## config.mk

```make
export PLATFORM = sky130hd
export DESIGN_NAME = bitslice_router
export DESIGN_NICKNAME = d
export VERILOG_FILES = /design/src/rtl/rtr_pkg.sv /design/src/rtl/rtr_src_bank.sv /design/src/rtl/rtr_half_sel.sv /design/src/rtl/rtr_dst_addr.sv /design/src/rtl/rtr_dst_bank.sv /design/src/rtl/bitslice_router.sv
export SDC_FILE = /design/constraint.sdc
export NUM_CORES = 1
export LEC_CHECK = 0
export BUFFER_PORTS_ARGS = -buffer_cell sky130_fd_sc_hd__buf_4
export CORE_MARGIN = 3
export CORE_UTILIZATION = 40
export CTS_CLUSTER_DIAMETER = 40
export CTS_CLUSTER_SIZE = 12
export DETAILED_ROUTE_END_ITERATION = 10
export SYNTH_ARGS = -nofsm -noshare
export SYNTH_HDL_FRONTEND = slang
export SYNTH_SLANG_ARGS = --single-unit
```

## constraint.sdc

```tcl
create_clock -name clk -period 5 [get_ports clk]
set_clock_uncertainty 0.2 [all_clocks]
set_input_delay 1.5 -clock clk [delete_from_list [all_inputs] [get_ports clk]]
set_output_delay 1.5 -clock clk [all_outputs]
set_load 0.1 [all_outputs]
```

## src/rtl/rtr_pkg.sv

```systemverilog
`timescale 1ns/1ps
package rtr_pkg;

    typedef enum logic [1:0] {
        SRC_HOLD  = 2'd0,
        SRC_SHIFT = 2'd1,
        SRC_LOAD  = 2'd2
    } src_op_e;

    // Parallel load wins over shift
    function automatic src_op_e src_op(input logic load, input logic shift);
        if (load)
            return SRC_LOAD;
        else if (shift)
            return SRC_SHIFT;
        return SRC_HOLD;
    endfunction

endpackage

```

## src/rtl/rtr_src_bank.sv

```systemverilog
`timescale 1ns/1ps
module rtr_src_bank
    import rtr_pkg::*;
#(
    parameter int W = 16,
    parameter int N = 16
) (
    input  logic           clk,
    input  logic           rst_n,
    input  logic           load_en,
    input  logic           shift_en,
    input  logic [N*W-1:0] load_data,
    output logic [N-1:0]   msb_taps
);
    typedef struct packed {
        logic [N-1:0][W-1:0] word;
    } src_state_t;

    src_state_t st_d, st_q;
    src_op_e    op;

    always_comb begin
        op   = src_op(load_en, shift_en);
        st_d = st_q;
        for (int i = 0; i < N; i++) begin
            case (op)
                SRC_LOAD:  st_d.word[i] = load_data[i*W +: W];
                SRC_SHIFT: st_d.word[i] = {st_q.word[i][W-2:0], 1'b0};
                default:   st_d.word[i] = st_q.word[i];
            endcase
        end
    end

    always_ff @(posedge clk or negedge rst_n) begin
        if (!rst_n)
            st_q <= '0;
        else
            st_q <= st_d;
    end

    always_comb begin
        for (int i = 0; i < N; i++)
            msb_taps[i] = st_q.word[i][W-1];
    end
endmodule

```

## src/rtl/rtr_half_sel.sv

```systemverilog
`timescale 1ns/1ps
module rtr_half_sel #(
    parameter int HALF  = 8,
    parameter int SEL_W = 3
) (
    input  logic [HALF-1:0]  taps,
    input  logic [SEL_W-1:0] code,
    input  logic             enable,
    output logic             drive
);
    // A disabled group drives 0, so groups combine by OR on the bus
    always_comb begin
        drive = 1'b0;
        for (int i = 0; i < HALF; i++)
            if (enable && (code == SEL_W'(i)))
                drive = taps[i];
    end
endmodule

```

## src/rtl/rtr_dst_addr.sv

```systemverilog
`timescale 1ns/1ps
module rtr_dst_addr #(
    parameter int NDST = 16,
    parameter int DA_W = 4
) (
    input  logic            clk,
    input  logic            rst_n,
    input  logic            strobe,
    input  logic [DA_W-1:0] dst_sel,
    input  logic            xfer,
    output logic [NDST-1:0] grant
);
    typedef struct packed {
        logic [DA_W-1:0] addr;
    } addr_state_t;

    addr_state_t     st_d, st_q;
    logic [DA_W-1:0] eff_addr;

    always_comb begin
        st_d     = st_q;
        eff_addr = st_q.addr;
        if (strobe) begin
            st_d.addr = dst_sel;
            eff_addr  = dst_sel;
        end
        grant = '0;
        for (int k = 0; k < NDST; k++)
            if (xfer && (eff_addr == DA_W'(k)))
                grant[k] = 1'b1;
    end

    always_ff @(posedge clk or negedge rst_n) begin
        if (!rst_n)
            st_q <= '0;
        else
            st_q <= st_d;
    end
endmodule

```

## src/rtl/rtr_dst_bank.sv

```systemverilog
`timescale 1ns/1ps
module rtr_dst_bank #(
    parameter int W    = 16,
    parameter int NDST = 16
) (
    input  logic              clk,
    input  logic              rst_n,
    input  logic [NDST-1:0]   grant,
    input  logic              bus_bit,
    output logic [NDST*W-1:0] dst_data
);
    typedef struct packed {
        logic [NDST-1:0][W-1:0] word;
    } dst_state_t;

    dst_state_t st_d, st_q;

    always_comb begin
        st_d = st_q;
        for (int k = 0; k < NDST; k++)
            if (grant[k])
                st_d.word[k] = {st_q.word[k][W-2:0], bus_bit};
    end

    always_ff @(posedge clk or negedge rst_n) begin
        if (!rst_n)
            st_q <= '0;
        else
            st_q <= st_d;
    end

    always_comb begin
        for (int k = 0; k < NDST; k++)
            dst_data[k*W +: W] = st_q.word[k];
    end
endmodule

```

## src/rtl/bitslice_router.sv

```systemverilog
`timescale 1ns/1ps
module bitslice_router #(
    parameter int W     = 16,
    parameter int HALF  = 8,
    parameter int NDST  = 16,
    localparam int NSRC  = 2 * HALF,
    localparam int SEL_W = $clog2(HALF),
    localparam int DA_W  = $clog2(NDST)
) (
    input  logic              clk,
    input  logic              rst_n,
    input  logic              load_en,
    input  logic [NSRC*W-1:0] load_data,
    input  logic              shift_en,
    input  logic [SEL_W:0]    src_sel,
    input  logic              addr_strobe,
    input  logic [DA_W-1:0]   dst_sel,
    input  logic              xfer,
    output logic              bus_bit,
    output logic [NDST*W-1:0] dst_data
);
    logic [NSRC-1:0] src_taps;
    logic [1:0]      half_drv;
    logic [NDST-1:0] grant;

    rtr_src_bank #(.W(W), .N(NSRC)) u_src (
        .clk       (clk),
        .rst_n     (rst_n),
        .load_en   (load_en),
        .shift_en  (shift_en),
        .load_data (load_data),
        .msb_taps  (src_taps)
    );

    // Two group selectors; the top select bit enables exactly one of them
    for (genvar g = 0; g < 2; g++) begin : g_half
        rtr_half_sel #(.HALF(HALF), .SEL_W(SEL_W)) u_sel (
            .taps   (src_taps[g*HALF +: HALF]),
            .code   (src_sel[SEL_W-1:0]),
            .enable (src_sel[SEL_W] == 1'(g)),
            .drive  (half_drv[g])
        );
    end

    always_comb bus_bit = |half_drv;

    rtr_dst_addr #(.NDST(NDST), .DA_W(DA_W)) u_addr (
        .clk     (clk),
        .rst_n   (rst_n),
        .strobe  (addr_strobe),
        .dst_sel (dst_sel),
        .xfer    (xfer),
        .grant   (grant)
    );

    rtr_dst_bank #(.W(W), .NDST(NDST)) u_dst (
        .clk      (clk),
        .rst_n    (rst_n),
        .grant    (grant),
        .bus_bit  (bus_bit),
        .dst_data (dst_data)
    );
endmodule

```

* Word-level counts from Yosys, hierarchy flattened
Cells that the tools add are included.
** Storage, ports and cells
- Output and inout port bits :: 257
- Flip-flop bits (word level) :: 516
** Operators by class
- Reductions and logical operators :: 36
- Bitwise operators :: 1
- Multiplexer cells :: 54
- Equal/unequal tests :: 24
** Operators by type and width (number)
- case mux 16 bit (2 select lines) :: 16
- two-way mux 1 bit :: 34
- == test 4 bit (second input constant) :: 8
- logical AND 1 bit :: 32
- == test 4 x 3 -> 1 bit (second input constant) :: 4
- == test 3 bit (second input constant) :: 4
- == test 4 x 2 -> 1 bit (second input constant) :: 2
- == test 3 x 2 -> 1 bit (second input constant) :: 2
- two-way mux 2 bit :: 3
- == test 4 x 1 -> 1 bit (second input constant) :: 1
- logical NOT 4 bit :: 1
- two-way mux 4 bit :: 1
- == test 3 x 1 -> 1 bit (second input constant) :: 1
- logical NOT 3 bit :: 1
- == test 2 x 1 -> 1 bit (second input constant) :: 1
- == test 2 bit (second input constant) :: 1
- nonzero test 2 bit :: 1
- OR reduction 2 bit :: 1
- NOT 1 bit :: 1

* Depth between registers and ports, before layout
- Depth after elaboration :: 11
- Mapped depth :: 8

* Modules after synthesis
From an unflattened synthesis, not the netlist that was laid out.
** Second synthesis, totals
- Cells, all modules :: 1695
- Area, all modules :: 22675.5 µm²
** Modules (own cells, without submodules)
- rtr_src_bank :: cells an instance 1092, seq. area each 6406.1 µm², times used 1, area each 11708.7 µm²
- rtr_dst_bank :: cells an instance 545, seq. area each 6406.1 µm², times used 1, area each 10393.7 µm²
- rtr_dst_addr :: cells an instance 42, seq. area each 100.1 µm², times used 1, area each 420.4 µm²
- rtr_half_sel :: cells an instance 7, seq. area each 0.0 µm², times used 2, area each 71.3 µm²
- bitslice_router :: cells an instance 2, seq. area each 0.0 µm², times used 1, area each 10.0 µm²

* Least setup slack after synthesis
Ideal clock, no wire load.
- Kind :: input-to-output
- Start point :: input src_sel[2]
- End point :: output bus_bit
- Data required time :: 3300 ps
- Path buffers :: 2
- Path slack :: 689 ps
- Data arrival time :: 2611 ps
- Stages :: 6
- Cells stage by stage :: clkbuf_2 > nand4b_1 > o31ai_1 > a222oi_1 > o211ai_2 > buf_6
** On the way
- Cells in the longest elaborated chain, start to end :: 11
** RTL lines
- start, declared :: RTL line bitslice_router.sv:15 : input logic [SEL_W:0] src_sel,
- logical NOT 3 bit :: RTL line rtr_half_sel.sv:15 : if (enable && (code == SEL_W'(i)))
- logical AND 1 bit :: RTL line rtr_half_sel.sv:15
- two-way mux 1 bit (8 in a row) :: RTL line rtr_half_sel.sv:15
- OR reduction 2 bit * :: RTL line bitslice_router.sv:45 : always_comb bus_bit = |half_drv;
- end, declared :: RTL line bitslice_router.sv:19 : output logic bus_bit,
Mark *: on every way between the ends. The rest lies on a longest branch, timed or not.

* Worst setup path after layout
- Start point :: input src_sel[0]
- End point :: output bus_bit
The elaborated chain is that of the path after synthesis.

==> flow_summary.ini <==
[route]
avgViaCountPerCell = 4.97
dr.pass1.iters = 5
wl_per_cell_um = 19.0
ant_nets = 0
drt_wl_total_um = 57300
drc = 0
vias = 15000
drtIter0Drc = 783

[die]
ios = 527
core_um2 = 53100
die_h_um = 239
rows = 84
initial_core_util_pct = 40.9
die_w_um = 239
die_area_um2 = 57100

[global_route]
antenna_found_initial = 10
grt_use_total_pct = 19.8
grt_overflow = 0
met1_usage_pct = 24.4
grt_max_degree = 173
grt_pass1_wl_um = 88600
gr-usage-met2_pct = 32.5
grt_pass1_vias = 15500
busiest_layer = met2
met3_usage_pct = 7.27

[synthesis]
synthArstFlopShare_pct = 100
synth_top_area_share_pct = 59.5
synth_area_leaders = dfrtp_1 60%, mux2i_1 11%, mux2_2 8.0%, o21ai_0 6.0%, mux2_1 5.3%
synth.distinct_cells = 44
ys_seq_area_share_pct = 59.5
netlist.top_cell.by_area = dfrtp_1
yosys_register_bits = 516
synth.avg_cell_area_um2 = 12.6
yosys_warnings = 0
synth_edf_count = 0
syn_inst = 1726
synthFlopType = dfrtp_1
syn_nets = 1996
synth_area_um2 = 21700

[cells_and_area]
multi_input_comb_area_um2 = 8250
most-common-layout-cells = 544 x buf_4, 516 x dfrtp_1, 263 x nand2_1
seq_area_um2 = 12900
final_common_cell = buf_4
syn_to_final_growth_pct = 35.0
drive_gt1_share_pct = 38.0
nNetsFinal = 2529
filler_cell_count = 4563

[timing]
slew_headroom_pct = 35.7
rsz0062_at_grt = false
clock.fmax_mhz = 208
timing.final.ws_setup_ns = 0.183
period_minus_slack_ns = 4.82
fin_tns_setup_ns = 0
whs_ns = 0.305
period_share_pct = 96.3
finalHoldViolCount = 0
setup_viol = 0
tightest_slew_ns = 0.965
drv_slew = 0

[setup_path]
path_max_fanout = 16
crit_family = compound AO/OA/AOI/OAI gates
slowest_delay_ns = 0.48
critPathLaunchType = primary input
critPathKind = primary input to output pin
critPathCaptureType = output pin
crit_buf_inv = 2
critPathMostFrequentCell = buf_4
cp_slowest_cell = o211ai_2
worstPathRequired_ns = 3.30
cp_cell_sequence = buf_4 > nand2b_1 > a211oi_1 > a222oi_1 > o211ai_2 > buf_4
worst_ep_arrival_time_ns = 3.12

[pwr]
p_per_area_nw_per_um2 = 439
p_leak_nw = 15.2
ir_worst_vdd_uv = 350

[cts]
path_clk_slew_ns = 0.06
cts_made_buffers = 84
cts_root_buf = clkbuf_16
clock_latency_ns = 0.60
ctsResizeCount = 0
hold_buffers = 0
cts_tree = built
clockBufferDepth = 3
post_cts_buffers = 0
clock_sinks = 516
cts_max_level = 3

[outcome]
status = complete, no violations

[place]
gp_congestion = 0.818
hpwl_um = 41700
io_buffers = 526
pre_cts_ws_ns = 0.153

[flow_run]
cap_violations = 0

[worst_hold_path]
hold_class = flip-flop to flip-flop
[power by group]
| part | leakage, nW | internal [mW] | switching (mW) |
|---|---|---|---|
| logic | 7.05 | 0.633 | 1.52 |
| clock network | 1.43 | 3.85 | 2.08 |
| registers | 6.72 | 4.52 | 0.236 |
| total | 15.2 | 9.01 | 3.83 |
[cells by family (layout without fill, tap and decap cells)]
group / after synthesis / in the layout / synth area share, %
compound gates: 276 / 276 / 6.89
buf+inv: 113 / 710 / 2.45
flops: 516 / 516 / 59.5
mux: 500 / 500 / 24.6
other cells: 0 / 4 / 0
simple gates: 321 / 321 / 6.58
[worst paths after layout]
kind                                                        end  slack [ns]                           from  depth (start not counted)
worst max-delay path                                    bus_bit        0.18                     src_sel[0]                          6
worst min-delay path              u_dst.dst_data[5]$_DFFE_PN0P_        0.30  u_dst.dst_data[4]$_DFFE_PN0P_                          1
worst max register to register  u_dst.dst_data[192]$_DFFE_PN0P_        2.54  u_src.msb_taps[8]$_DFFE_PN0P_                          6
worst min register to register    u_dst.dst_data[5]$_DFFE_PN0P_        0.30  u_dst.dst_data[4]$_DFFE_PN0P_                          1
max in group asynchronous       u_dst.dst_data[220]$_DFFE_PN0P_        2.73                          rst_n                          3
min in group asynchronous       u_dst.dst_data[141]$_DFFE_PN0P_        0.70                          rst_n                          1
[cell usage after synthesis, types with 5 or more instances]
cell	instances
buf_1	8
buf_2	19
buf_4	8
buf_6	7
clkbuf_1	65
dfrtp_1	516
mux2_1	103
mux2_2	154
mux2i_1	243
nand2_1	263
nand2_2	5
nand2_4	8
nand2b_1	21
o21ai_0	259
[sequential cells by signal, summed over array words and instances, names as in the netlist]
signal / flops
u_src.msb_taps: 16
u_addr.st_q: 4
u_dst.dst_data: 256
u_src.st_q: 240
[layout make-up]
type | count | area share (%)
sequential | 516 | 44.1
multi-input combinational | 1097 | 28.2
timing repair buffer | 555 | 14.7
clock buffer | 102 | 7.90
tap | 688 | 2.94
clock inverter | 48 | 2.13
inverter | 5 | 0.0641
antenna | 4 | 0.0342
[worst reg2reg max path, delay by kind of cell (launching register included)]
| kind | cells | cell delay [ns] |
|---|---|---|
| simple gates | 1 | 0.13 |
| compound gates | 3 | 1.03 |
| flops | 1 | 0.38 |
| mux | 1 | 0.29 |
| buf+inv | 1 | 0.32 |
[layer usage]
metal,vias up,wire [µm]
met5,-,91
met4,12,1410
met3,101,5150
met2,420,27700
met1,7308,23000
li1,7130,-
[through the flow]
step           utilization [%]  power (mW)  instance area (µm²)  cells
2_1_floorplan                -        6.26                21700   1726
3_3_place_gp              49.6        6.97                26300   2861
3_5_place_dp              49.6        7.00                26300   2861
4_1_cts                   55.1        13.0                29300   3011
5_1_grt                   55.1        13.4                29300   3012
6_report                  55.2        12.8                29300   3015
Power figures use the tool's default switching activity.
